$ cat src/rtl/acc_alu_pkg.sv
package acc_alu_pkg;

    localparam int unsigned DW  = 8;
    localparam int unsigned NIB = DW / 2;

    typedef enum logic [3:0] {
        OP_ADD  = 4'd0,
        OP_ADDC = 4'd1,
        OP_SUBB = 4'd2,
        OP_AND  = 4'd3,
        OP_OR   = 4'd4,
        OP_XOR  = 4'd5,
        OP_RL   = 4'd6,
        OP_RR   = 4'd7,
        OP_RLC  = 4'd8,
        OP_RRC  = 4'd9,
        OP_SWAP = 4'd10,
        OP_XCHD = 4'd11,
        OP_DA   = 4'd12,
        OP_MUL  = 4'd13,
        OP_DIV  = 4'd14,
        OP_NOP  = 4'd15
    } alu_op_e;

    typedef struct packed {
        logic par;
        logic ov;
        logic ac;
        logic cy;
    } flags_t;

    typedef struct packed {
        logic [DW-1:0] res;
        logic [DW-1:0] aux;
        flags_t        fl;
        flags_t        fl_we;
        logic          res_we;
        logic          aux_we;
    } alu_out_t;

    typedef struct packed {
        logic [DW-1:0] res;
        logic [DW-1:0] aux;
        flags_t        fl;
        flags_t        fl_we;
        logic          aux_we;
        logic          done;
    } acc_state_t;

endpackage

$ cat src/rtl/acc_alu_decadj.sv
module acc_alu_decadj
    import acc_alu_pkg::*;
(
    input  logic [DW-1:0] a_i,
    input  logic          cy_i,
    input  logic          ac_i,
    output logic [DW-1:0] res_o,
    output logic          cy_o
);
    localparam logic [DW:0]   LO_FIX = (DW+1)'(6);
    localparam logic [DW-1:0] HI_FIX = DW'(6) << NIB;

    logic          lo_need;
    logic          hi_need;
    logic [DW:0]   part;

    always_comb begin
        lo_need = ac_i || (a_i[NIB-1:0] > NIB'(9));
        part    = {1'b0, a_i} + (lo_need ? LO_FIX : '0);
        hi_need = cy_i || part[DW] || (part[DW-1:NIB] > NIB'(9));
        res_o   = part[DW-1:0] + (hi_need ? HI_FIX : '0);
        cy_o    = hi_need;
    end

endmodule

$ cat src/rtl/acc_alu_ops.sv
module acc_alu_ops
    import acc_alu_pkg::*;
(
    input  alu_op_e       op_i,
    input  logic [DW-1:0] a_i,
    input  logic [DW-1:0] b_i,
    input  logic          cy_i,
    input  logic          ac_i,
    output alu_out_t      out_o
);
    logic          cin;
    logic [DW:0]   add_w;
    logic [NIB:0]  add_n;
    logic [DW:0]   sub_w;
    logic [NIB:0]  sub_n;
    logic [DW-1:0] da_res;
    logic          da_cy;

    assign cin   = (op_i == OP_ADDC) ? cy_i : 1'b0;
    assign add_w = {1'b0, a_i} + {1'b0, b_i} + {{DW{1'b0}}, cin};
    assign add_n = {1'b0, a_i[NIB-1:0]} + {1'b0, b_i[NIB-1:0]} + {{NIB{1'b0}}, cin};
    assign sub_w = {1'b0, a_i} - {1'b0, b_i} - {{DW{1'b0}}, cy_i};
    assign sub_n = {1'b0, a_i[NIB-1:0]} - {1'b0, b_i[NIB-1:0]} - {{NIB{1'b0}}, cy_i};

    acc_alu_decadj u_decadj (
        .a_i   (a_i),
        .cy_i  (cy_i),
        .ac_i  (ac_i),
        .res_o (da_res),
        .cy_o  (da_cy)
    );

    always_comb begin
        out_o        = '0;
        out_o.res_we = 1'b1;
        unique case (op_i)
            OP_ADD, OP_ADDC: begin
                out_o.res   = add_w[DW-1:0];
                out_o.fl.cy = add_w[DW];
                out_o.fl.ac = add_n[NIB];
                out_o.fl.ov = (a_i[DW-1] == b_i[DW-1]) && (add_w[DW-1] != a_i[DW-1]);
                out_o.fl_we = 4'b1111;
            end
            OP_SUBB: begin
                out_o.res   = sub_w[DW-1:0];
                out_o.fl.cy = sub_w[DW];
                out_o.fl.ac = sub_n[NIB];
                out_o.fl.ov = (a_i[DW-1] != b_i[DW-1]) && (sub_w[DW-1] != a_i[DW-1]);
                out_o.fl_we = 4'b1111;
            end
            OP_AND: begin
                out_o.res   = a_i & b_i;
                out_o.fl_we = 4'b1000;
            end
            OP_OR: begin
                out_o.res   = a_i | b_i;
                out_o.fl_we = 4'b1000;
            end
            OP_XOR: begin
                out_o.res   = a_i ^ b_i;
                out_o.fl_we = 4'b1000;
            end
            OP_RL:  out_o.res = {a_i[DW-2:0], a_i[DW-1]};
            OP_RR:  out_o.res = {a_i[0], a_i[DW-1:1]};
            OP_RLC: begin
                out_o.res   = {a_i[DW-2:0], cy_i};
                out_o.fl.cy = a_i[DW-1];
                out_o.fl_we = 4'b1001;
            end
            OP_RRC: begin
                out_o.res   = {cy_i, a_i[DW-1:1]};
                out_o.fl.cy = a_i[0];
                out_o.fl_we = 4'b1001;
            end
            OP_SWAP: out_o.res = {a_i[NIB-1:0], a_i[DW-1:NIB]};
            OP_XCHD: begin
                out_o.res    = {a_i[DW-1:NIB], b_i[NIB-1:0]};
                out_o.aux    = {b_i[DW-1:NIB], a_i[NIB-1:0]};
                out_o.aux_we = 1'b1;
                out_o.fl_we  = 4'b1000;
            end
            OP_DA: begin
                out_o.res   = da_res;
                out_o.fl.cy = da_cy;
                out_o.fl_we = 4'b1001;
            end
            default: out_o.res_we = 1'b0;
        endcase
        out_o.fl.par = ^out_o.res;
    end

endmodule

$ cat src/rtl/acc_alu_muldiv.sv
module acc_alu_muldiv
    import acc_alu_pkg::*;
#(
    parameter int unsigned BITS_PER_STEP = 2
) (
    input  logic          clk,
    input  logic          rst_n,
    input  logic          go_i,
    input  logic          div_i,
    input  logic [DW-1:0] a_i,
    input  logic [DW-1:0] b_i,
    output logic          busy_o,
    output logic          last_o,
    output logic [DW-1:0] res_o,
    output logic [DW-1:0] aux_o,
    output logic          ov_o
);
    localparam int unsigned STEPS = DW / BITS_PER_STEP;
    localparam int unsigned CW    = $clog2(STEPS + 1);

    typedef struct packed {
        logic [DW-1:0] hi;
        logic [DW-1:0] lo;
        logic [DW-1:0] dv;
        logic          is_div;
        logic [CW-1:0] cnt;
        logic          busy;
    } md_state_t;

    md_state_t     d, q;
    logic [DW-1:0] hi, lo, dv;
    logic          dvs;
    logic          run;
    logic [DW:0]   tmp;

    always_comb begin
        d   = q;
        tmp = '0;
        hi  = go_i ? '0   : q.hi;
        lo  = go_i ? a_i  : q.lo;
        dv  = go_i ? b_i  : q.dv;
        dvs = go_i ? div_i : q.is_div;
        for (int k = 0; k < int'(BITS_PER_STEP); k++) begin
            if (dvs) begin
                tmp = {hi, lo[DW-1]};
                lo  = {lo[DW-2:0], 1'b0};
                if (tmp >= {1'b0, dv}) begin
                    tmp   = tmp - {1'b0, dv};
                    lo[0] = 1'b1;
                end
                hi = tmp[DW-1:0];
            end else begin
                tmp = {1'b0, hi} + (lo[0] ? {1'b0, dv} : '0);
                lo  = {tmp[0], lo[DW-1:1]};
                hi  = tmp[DW:1];
            end
        end
        run = go_i || q.busy;
        if (go_i) begin
            d.cnt    = CW'(STEPS - 1);
            d.busy   = (STEPS > 1) ? 1'b1 : 1'b0;
            d.is_div = div_i;
            d.dv     = b_i;
        end else if (q.busy) begin
            d.cnt  = q.cnt - CW'(1);
            d.busy = (q.cnt != CW'(1));
        end
        if (run) begin
            d.hi = hi;
            d.lo = lo;
        end
        last_o = run && (go_i ? (STEPS == 1) : (q.cnt == CW'(1)));
        res_o  = lo;
        aux_o  = hi;
        ov_o   = dvs ? (dv == '0) : (hi != '0);
    end

    always_ff @(posedge clk or negedge rst_n) begin
        if (!rst_n) q <= '0;
        else        q <= d;
    end

    assign busy_o = q.busy;

endmodule

$ cat src/rtl/acc_alu.sv
module acc_alu
    import acc_alu_pkg::*;
#(
    parameter int unsigned BITS_PER_STEP = 2
) (
    input  logic       clk,
    input  logic       rst_n,
    input  logic       start_i,
    input  logic [3:0] op_i,
    input  logic [7:0] acc_i,
    input  logic [7:0] opd_i,
    input  logic [7:0] breg_i,
    input  logic       cy_i,
    input  logic       ac_i,
    output logic [7:0] res_o,
    output logic [7:0] aux_o,
    output logic       par_o,
    output logic       ov_o,
    output logic       ac_o,
    output logic       cy_o,
    output logic       par_we_o,
    output logic       ov_we_o,
    output logic       ac_we_o,
    output logic       cy_we_o,
    output logic       aux_we_o,
    output logic       busy_o,
    output logic       done_o
);
    acc_state_t    d, q;
    alu_op_e       op_e;
    alu_out_t      ops;
    logic          md_busy, md_last, md_ov;
    logic [DW-1:0] md_res, md_aux;
    logic          accept, is_md;

    assign op_e   = alu_op_e'(op_i);
    assign accept = start_i && !md_busy;
    assign is_md  = (op_e == OP_MUL) || (op_e == OP_DIV);

    acc_alu_ops u_ops (
        .op_i  (op_e),
        .a_i   (acc_i),
        .b_i   (opd_i),
        .cy_i  (cy_i),
        .ac_i  (ac_i),
        .out_o (ops)
    );

    acc_alu_muldiv #(.BITS_PER_STEP(BITS_PER_STEP)) u_muldiv (
        .clk    (clk),
        .rst_n  (rst_n),
        .go_i   (accept && is_md),
        .div_i  (op_e == OP_DIV),
        .a_i    (acc_i),
        .b_i    (breg_i),
        .busy_o (md_busy),
        .last_o (md_last),
        .res_o  (md_res),
        .aux_o  (md_aux),
        .ov_o   (md_ov)
    );

    always_comb begin
        d        = q;
        d.done   = 1'b0;
        d.fl_we  = '0;
        d.aux_we = 1'b0;
        if (md_last) begin
            d.res    = md_res;
            d.aux    = md_aux;
            d.fl.par = ^md_res;
            d.fl.ov  = md_ov;
            d.fl.cy  = 1'b0;
            d.fl_we  = 4'b1101;
            d.aux_we = 1'b1;
            d.done   = 1'b1;
        end else if (accept && !is_md) begin
            d.done   = 1'b1;
            d.fl_we  = ops.fl_we;
            d.aux_we = ops.aux_we;
            if (ops.res_we)     d.res    = ops.res;
            if (ops.aux_we)     d.aux    = ops.aux;
            if (ops.fl_we.par)  d.fl.par = ops.fl.par;
            if (ops.fl_we.ov)   d.fl.ov  = ops.fl.ov;
            if (ops.fl_we.ac)   d.fl.ac  = ops.fl.ac;
            if (ops.fl_we.cy)   d.fl.cy  = ops.fl.cy;
        end
    end

    always_ff @(posedge clk or negedge rst_n) begin
        if (!rst_n) q <= '0;
        else        q <= d;
    end

    assign res_o    = q.res;
    assign aux_o    = q.aux;
    assign par_o    = q.fl.par;
    assign ov_o     = q.fl.ov;
    assign ac_o     = q.fl.ac;
    assign cy_o     = q.fl.cy;
    assign par_we_o = q.fl_we.par;
    assign ov_we_o  = q.fl_we.ov;
    assign ac_we_o  = q.fl_we.ac;
    assign cy_we_o  = q.fl_we.cy;
    assign aux_we_o = q.aux_we;
    assign done_o   = q.done;
    assign busy_o   = md_busy;

endmodule

$ cat config.mk
export PLATFORM = sky130hd
export DESIGN_NAME = acc_alu
export DESIGN_NICKNAME = d
export VERILOG_FILES = /design/src/rtl/acc_alu_pkg.sv /design/src/rtl/acc_alu_decadj.sv /design/src/rtl/acc_alu_ops.sv /design/src/rtl/acc_alu_muldiv.sv /design/src/rtl/acc_alu.sv
export SDC_FILE = /design/constraint.sdc
export NUM_CORES = 1
export LEC_CHECK = 0
export BUFFER_PORTS_ARGS = -buffer_cell sky130_fd_sc_hd__buf_4
export CAP_MARGIN = 20
export CORE_UTILIZATION = 60
export DETAILED_ROUTE_END_ITERATION = 6
export GPL_ROUTABILITY_DRIVEN = 1
export PLACE_DENSITY = 0.82
export SYNTH_ARGS = -nofsm -noshare
export SYNTH_HDL_FRONTEND = slang
export SYNTH_HIERARCHICAL = 1
export SYNTH_SLANG_ARGS = --single-unit
$ cat constraint.sdc
create_clock -name clk -period 16.4 [get_ports clk]
set_input_delay 0.82 -clock clk [delete_from_list [all_inputs] [get_ports clk]]
set_output_delay 0.82 -clock clk [all_outputs]
set_load 0.02 [all_outputs]
# Word level (Yosys, flattened, before mapping)
# Index checks and enable logic that the tools add are counted.
dict set report classes {
  n_eq_ne 20
  n_addsub 15
  n_lt_le_gt_ge 4
  reduce_logical 36
  n_bitwise 4
  muxes 37
}
# operator count
set op_table {}
lappend op_table {{$mux 8} 14}
lappend op_table {{$pmux 8 s12} 1}
lappend op_table {{$eq 4x4->1 const B} 7}
lappend op_table {{$add 8x8->9} 3}
lappend op_table {{$mux 26} 1}
lappend op_table {{$ge 9x8->1} 2}
lappend op_table {{$mux 18} 1}
lappend op_table {{$eq 4x3->1 const B} 4}
lappend op_table {{$reduce_xor 8->1} 2}
lappend op_table {{$sub 8x8->8} 2}
lappend op_table {{$mux 7} 2}
lappend op_table {{$reduce_bool 2->1} 7}
lappend op_table {{$reduce_or 13->1} 1}
lappend op_table {{$mux 1} 12}
lappend op_table {{$pmux 4 s3} 1}
lappend op_table {{$reduce_and 2->1} 5}
lappend op_table {{$add 8x3->9} 1}
lappend op_table {{$add 9x1->9} 1}
lappend op_table {{$sub 8x8->9} 1}
lappend op_table {{$sub 9x1->9} 1}
lappend op_table {{$add 8x7->8} 1}
lappend op_table {{$and 8x8->8} 1}
lappend op_table {{$eq 4x2->1 const B} 2}
lappend op_table {{$gt 4x4->1 const B} 2}
lappend op_table {{other kinds (27)} 41}
dict set report word_totals {
  elab_cells 134
  ff_bits 55
  output_inout_bits 27
  in_bits 33
}

# Depth between registers and ports, before layout
dict set report logic_depth {
  ltp_word 13
  ltp_mapped 28
  mapped_depth_nobuf 25
}

# Modules after synthesis
# Netlist, hierarchy kept.
# module n_inst cells_per_inst area_each_um2 seq_area_each_um2
set by_module_without_submodules {}
lappend by_module_without_submodules {acc_alu_muldiv 1 366 3105.5 725.7}
lappend by_module_without_submodules {acc_alu_ops 1 277 2070.7 0.0}
lappend by_module_without_submodules {acc_alu 1 133 1275.0 650.6}
lappend by_module_without_submodules {acc_alu_decadj 1 31 262.8 0.0}

# Least setup slack after synthesis
# Ideal clock, no wire load.
dict set report synth_path {
  path_type {input to register}
  startpoint {in start_i}
  endpoint {reg q, in the netlist ov_o}
  setup_ps 125
  arrival_time_ps 6587
  n_path_buf 4
  required_time_ps 16275
  path_stages 25
  setup_slack_ps 9689
  cell_sequence {nor2b_1 > clkbuf_1 > and2_1 > buf_2 > buf_1 > buf_2 > mux2i_1 > nor2_1 > ha_1 > a21o_1 > a21o_1 > o21ai_0 > a21boi_0 > o41a_1 > xnor2_1 > a21oi_1 > ha_1 > nand4_1 > nor2_1 > or4_1 > o221ai_1 > o21ai_4 > a311oi_1 > a41oi_1 > mux2_2}
}
dict set report synth_between {
  elab_chain_len 12
  word_cells_on_any_way 31
  classes_between {4 x add/sub; 2 x order compare; 15 x mux; 10 x reduce/logical}
}
# item line_no
set synth_rtl {}
lappend synth_rtl {{start: declaration} acc_alu.sv:8} ;# input logic start_i,
lappend synth_rtl {{$logic_and 1x1->1 *} acc_alu.sv:37} ;# assign accept = start_i && !md_busy;
lappend synth_rtl {{$logic_and 1x1->1 *} acc_alu.sv:52} ;# .go_i (accept && is_md),
lappend synth_rtl {{$mux 8, on equally long branches} {acc_alu_muldiv.sv:41, acc_alu_muldiv.sv:39, acc_alu_muldiv.sv:40}}
lappend synth_rtl {{$mux 8, or another cell as far along} acc_alu_muldiv.sv:53} ;# tmp = {1'b0, hi} + (lo[0] ? {1'b0, dv} : '0);
lappend synth_rtl {{$add 8x8->9, or another cell as far along} acc_alu_muldiv.sv:53}
lappend synth_rtl {{$mux 8} acc_alu_muldiv.sv:44} ;# if (dvs) begin
lappend synth_rtl {{$sub 8x8->8, or another cell as far along} acc_alu_muldiv.sv:48} ;# tmp = tmp - {1'b0, dv};
lappend synth_rtl {{$mux 8 or $add 8x8->9 (tied branches)} {acc_alu_muldiv.sv:47, acc_alu_muldiv.sv:53}}
lappend synth_rtl {{$mux 8} acc_alu_muldiv.sv:44}
lappend synth_rtl {{$reduce_bool 8->1} acc_alu_muldiv.sv:75} ;# ov_o = dvs ? (dv == '0) : (hi != '0);
lappend synth_rtl {{$mux 1 *} acc_alu_muldiv.sv:75}
lappend synth_rtl {{net md_ov} acc_alu.sv:32} ;# logic md_busy, md_last, md_ov;
lappend synth_rtl {{$mux 18 *} acc_alu.sv:68} ;# if (md_last) begin
lappend synth_rtl {{end signal: assignment} acc_alu.sv:91} ;# if (!rst_n) q <= '0;
lappend synth_rtl {{end signal: assignment} acc_alu.sv:92} ;# else q <= d;
lappend synth_rtl {{end: declaration} acc_alu.sv:29} ;# acc_state_t d, q;
# The timed path passes the listed nets; every way through them passes the cells marked *.
# A chain may end at the register's enable or synchronous reset.

# Final worst setup path
dict set report layout_path {
  startpoint {in op_i[2]}
  endpoint {reg q, in the netlist ov_o}
}
dict set report layout_between {
  elab_chain_len 13
  word_cells_on_any_way 56
  classes_between {5 x add/sub; 2 x order compare; 12 x eq/ne; 20 x mux; 17 x reduce/logical}
}
# item line_no
set layout_rtl {}
lappend layout_rtl {{start: declaration} acc_alu.sv:9} ;# input logic [3:0] op_i,
lappend layout_rtl {{$eq 4x4->1, on equally long branches} {acc_alu.sv:38, acc_alu.sv:53}}
lappend layout_rtl {{$logic_or 1x1->1} acc_alu.sv:38} ;# assign is_md = (op_e == OP_MUL) || (op_e == OP_DIV);
lappend layout_rtl {{$logic_and 1x1->1} acc_alu.sv:52}
lappend layout_rtl {{$mux 8, on equally long branches} {acc_alu_muldiv.sv:41, acc_alu_muldiv.sv:39, acc_alu_muldiv.sv:40}}
lappend layout_rtl {{$mux 8, or another cell as far along} acc_alu_muldiv.sv:53}
lappend layout_rtl {{$add 8x8->9, or another cell as far along} acc_alu_muldiv.sv:53}
lappend layout_rtl {{$mux 8} acc_alu_muldiv.sv:44}
lappend layout_rtl {{$sub 8x8->8, or another cell as far along} acc_alu_muldiv.sv:48}
lappend layout_rtl {{$mux 8 or $add 8x8->9 (tied branches)} {acc_alu_muldiv.sv:47, acc_alu_muldiv.sv:53}}
lappend layout_rtl {{$mux 8} acc_alu_muldiv.sv:44}
lappend layout_rtl {{$reduce_bool 8->1} acc_alu_muldiv.sv:75}
lappend layout_rtl {{$mux 1 *} acc_alu_muldiv.sv:75}
lappend layout_rtl {{net md_ov} acc_alu.sv:32}
lappend layout_rtl {{$mux 18 *} acc_alu.sv:68}
# The timed path passes the listed nets; every way through them passes the cells marked *. The select of a mux whose other input is x is not followed.

==> key figures <==
Run status
  – Status: complete, no violations

Logic synthesis
  – Post-Syn Area: around 6700 um^2
  – Count of different cell masters after synthesis: 85
  – Dominant synthesized flop cell: dfrtp_1
  – Avg Inst Size Synth: slightly above 8 um^2
  – Yosys warning total: 6
  – Synth top area share: 20.5%
  – Area leader, netlist: dfrtp_1
  – Yosys reg bits: 55
  – Largest cells by area after synthesis: dfrtp_1 (20%), ha_1 (12%), mux2i_1 (5.8%)
  – Register area share after synthesis: around a fifth
  – Post-synthesis async set-or-reset flop share: 100%
  – Number of flops mapped to enable cells by yosys: 0
  – Syn nets: 916
  – Mapped Cells: 807

Finish
  – Non-filler cells, final: 980
  – Area grow syn2layout: 8.42%
  – Cell area after layout: 7280 um^2
  – ANT cells: 0
  – Layout cells sized above 1: 14.0%
  – Util after Layout: between 60% and 70%
  – NumNets Final: 948
  – Filler instances: approximately 850

GRT
  – Vias in the first global route: 6006
  – GRT overflow: 0
  – Antenna violations before repair: 0
  – Largest net degree at the start of global routing: 56
  – Gr usage total: 34.4%
  – First-pass GRT wire length: about 31000 um

Clocking
  – Hold bufs inserted after CTS: 0
  – Clock Sinks: between 50 and 60
  – CTS max path bufs: 2
  – CTS H-Tree Depth: 2
  – Worst skew pair latency: 0.32 ns
  – CTS tree: done
  – CTS clk-pin slew, worst paths: 0.11 ns
  – Post-CTS Setup Bufs: 0
  – Total CTS buffers: 5
  – Post_cts resized: 0
  – Clk root buf: clkbuf_8

Setup path
  – Worst R2R Setup Slack: between 9 and 10 ns
  – Startpoint types: input pin
  – CP max FO: 40
  – Worst setup EP type: flop
  – Critical Path AT: approximately 7.6 ns
  – WS Path Type: in2reg
  – Reg2Reg Launch Point: u_muldiv/busy_o$_DFF_PN0_
  – Worst Path Required: 16.61 ns
  – FF-to-FF End: ov_o$_DFFE_PN0P_
  – Worst-case reg-to-reg path depth: 19

Timing
  – Unrepaired setup endpoints after global routing: no
  – Setup TNS Final: 0 ns
  – Final setup margin: ~9 ns
  – Fmax: 135 MHz
  – Final setup fails: 0
  – Worst hold margin: 0.493 ns
  – Hold Vio Cnt, Final: 0
  – Minimum clock period: between 7 and 8 ns
  – Clock Skews: 0.0177 ns
  – Worst Tran Pin Value: 0.940 ns
  – Final period util: between 40% and 50%
  – Max-Slew Margin vs Limit: 37.3%
  – Final Max Tran Viols: 0

Routing
  – Drt total wl: between 15000 and 20000 um
  – Post-route ant nets: 0
  – DRC errors left: 0
  – Drt wl/cell: 20.0 um
  – TritonRoute pass-1 iters: 6
  – Vias: 6348
  – Detail-routed via count per cell: 6.48
  – DRT iter0 DRCs: 628

Worst hold path
  – Endpoint, Worst Hold: u_muldiv/q[15]$_DFFE_PN0P_
  – Hold path cells: 2
  – Beginning of the worst hold path: u_muldiv/q[15]$_DFFE_PN0P_
  – Worst Hold Class: reg2reg

Floorplan
  – Die ar.: 11600 um^2
  – Site Rows: 38
  – Die Ht: 108 um
  – Total core area: ~11000 um^2
  – Num ports: 60
  – Starting density of the core: 61.7%
  – Die width: 108 um

Place
  – Pre-CTS setup slack: roughly 8.8 ns
  – GP Congestion: 0.966
  – Placed cells: 972
  – Post-DP Area: ~7000 um^2
  – Post-DP HPWL: about 15000 um
  – IO Port Bufs: 59

Power and ir drop
  – PwrDens: 206 nW/um^2
  – Total power: 1.50 mW
  – VDD IR max: 0.212 mV
  – Leak Pwr: 3.42 nW

Run
  – Maxcap violations: 0
[routing by layer]
metal	wire length (um)	track usage, %	share of wire, %	vias up
met2	8760	53.8	45	351
li1	-	-	-	2933
met4	995	19.6	5.1	0
met5	0	0	0	-
met3	1690	5.93	8.7	78
met1	8120	44.6	42	2986
[report_power, final]
| group | switching (mW) | internal (mW) | total, mW |
|---|---|---|---|
| Sequential | 0.0400 | 0.196 | 0.236 |
| Clock | 0.0507 | 0.0326 | 0.0833 |
| Combinational | 0.691 | 0.491 | 1.18 |
| Total | 0.782 | 0.721 | 1.50 |
[logic make-up (layout without fill, tap and decap cells)]
logic type	after synthesis	in the layout	share of synthesized area, %
buffers and inverters	92	125	6.06
adder cells (fa/ha/maj)	76	76	15.3
flip-flops	55	55	20.5
multiplexers	57	57	9.00
AO/OA/AOI/OAI	219	219	22.6
XOR/XNOR	56	56	7.73
AND/OR/NAND/NOR	252	252	18.8
[final cells by class]
type                            instances  area (um^2)  area share [%]
Clock buffer                            5         68.8           0.945
Tap cell                              140          175            2.41
Timing Repair Buffer                   66          495            6.81
Clock inverter                          3         31.3           0.430
Sequential cell                        55         1380            18.9
Inverter                               51          191            2.63
Multi-Input combinational cell        660         4940            67.9
[critical path: stages]
cell	delay, ns
buf_4	0.30
nand2_1	0.23
nor2_1	0.20
and2_2	0.80
mux2i_1	0.71
ha_1	0.21
nand2_1	0.06
o21a_1	0.21
o311a_2	0.44
a31oi_4	0.44
o21ai_0	0.19
a21oi_1	0.35
ha_1	0.36
nand4_1	0.12
nor2_1	0.04
or4_1	0.40
o221ai_1	0.51
o21ai_4	0.21
a311oi_1	0.47
a41oi_1	0.20
mux2_2	0.29
[synth_stat cells (3+ instances only)]
| cell type | n |
|---|---|
| buf_1 | 4 |
| or2_2 | 4 |
| buf_6 | 5 |
| fa_1 | 10 |
| a21o_1 | 15 |
| nand4_1 | 7 |
| nor2_1 | 54 |
| o21ai_1 | 4 |
| dfrtp_1 | 55 |
| nand2_1 | 82 |
| a22oi_1 | 11 |
| xor2_1 | 15 |
| o21ai_0 | 26 |
| buf_2 | 10 |
| o21bai_1 | 4 |
| o211ai_1 | 5 |
| mux2i_1 | 39 |
| a21oi_1 | 62 |
| a211oi_1 | 5 |
| inv_1 | 50 |
| xnor2_1 | 38 |
| a22o_1 | 9 |
| o21a_1 | 9 |
| and2_1 | 11 |
| ha_1 | 66 |
| mux2_2 | 13 |
| mux2_4 | 3 |
| o221ai_1 | 3 |
| clkbuf_1 | 19 |
| nand2b_1 | 10 |
| nor3_1 | 11 |
| o22ai_1 | 4 |
| nor2b_1 | 41 |
| or3_1 | 5 |
| nand3_1 | 8 |
| buf_4 | 3 |
| a31oi_1 | 25 |
| o32ai_1 | 3 |
[state kept, by name, indices dropped and copies added (netlist names)]
register	flops
ov_o	1
res_o	8
done_o	1
u_muldiv/busy_o	1
aux_o	8
par_we_o	1
cy_o	1
ac_we_o	1
ov_we_o	1
par_o	1
cy_we_o	1
u_muldiv/q	28
ac_o	1
aux_we_o	1
[cells in the final DEF (no fill, tap or decap), drive strengths merged, types with 10 or more instances in the layout]
master	Yosys	final
a21o	17	17
o21ai	31	31
nor2b	43	43
a21oi	65	65
ha	66	66
xor2	15	15
a22oi	11	11
and2	11	11
nor3	12	12
fa	10	10
nor2	54	54
nand2	82	82
mux2	18	18
buf	22	66
inv	50	52
a31oi	26	26
dfrtp	55	55
nand2b	10	10
nand3	10	10
mux2i	39	39
xnor2	40	40
[how the worst max path moves through the flow]
| stage | cells past startpoint | to | slack, ns | from |
|---|---|---|---|---|
| 5_1_grt | 23 | ov_o$_DFFE_PN0P_ | 8.55 | op_i[0] |
| 3_3_place_gp | 21 | ov_o$_DFFE_PN0P_ | 9.07 | op_i[0] |
| 6_report | 21 | ov_o$_DFFE_PN0P_ | 9.02 | op_i[2] |
| 2_1_floorplan | 25 | ov_o$_DFFE_PN0P_ | 9.69 | start_i |
| 3_5_place_dp | 21 | ov_o$_DFFE_PN0P_ | 8.80 | op_i[2] |
| 4_1_cts | 21 | ov_o$_DFFE_PN0P_ | 9.13 | op_i[2] |
Note: power is estimated with default switching activity, not from simulation.
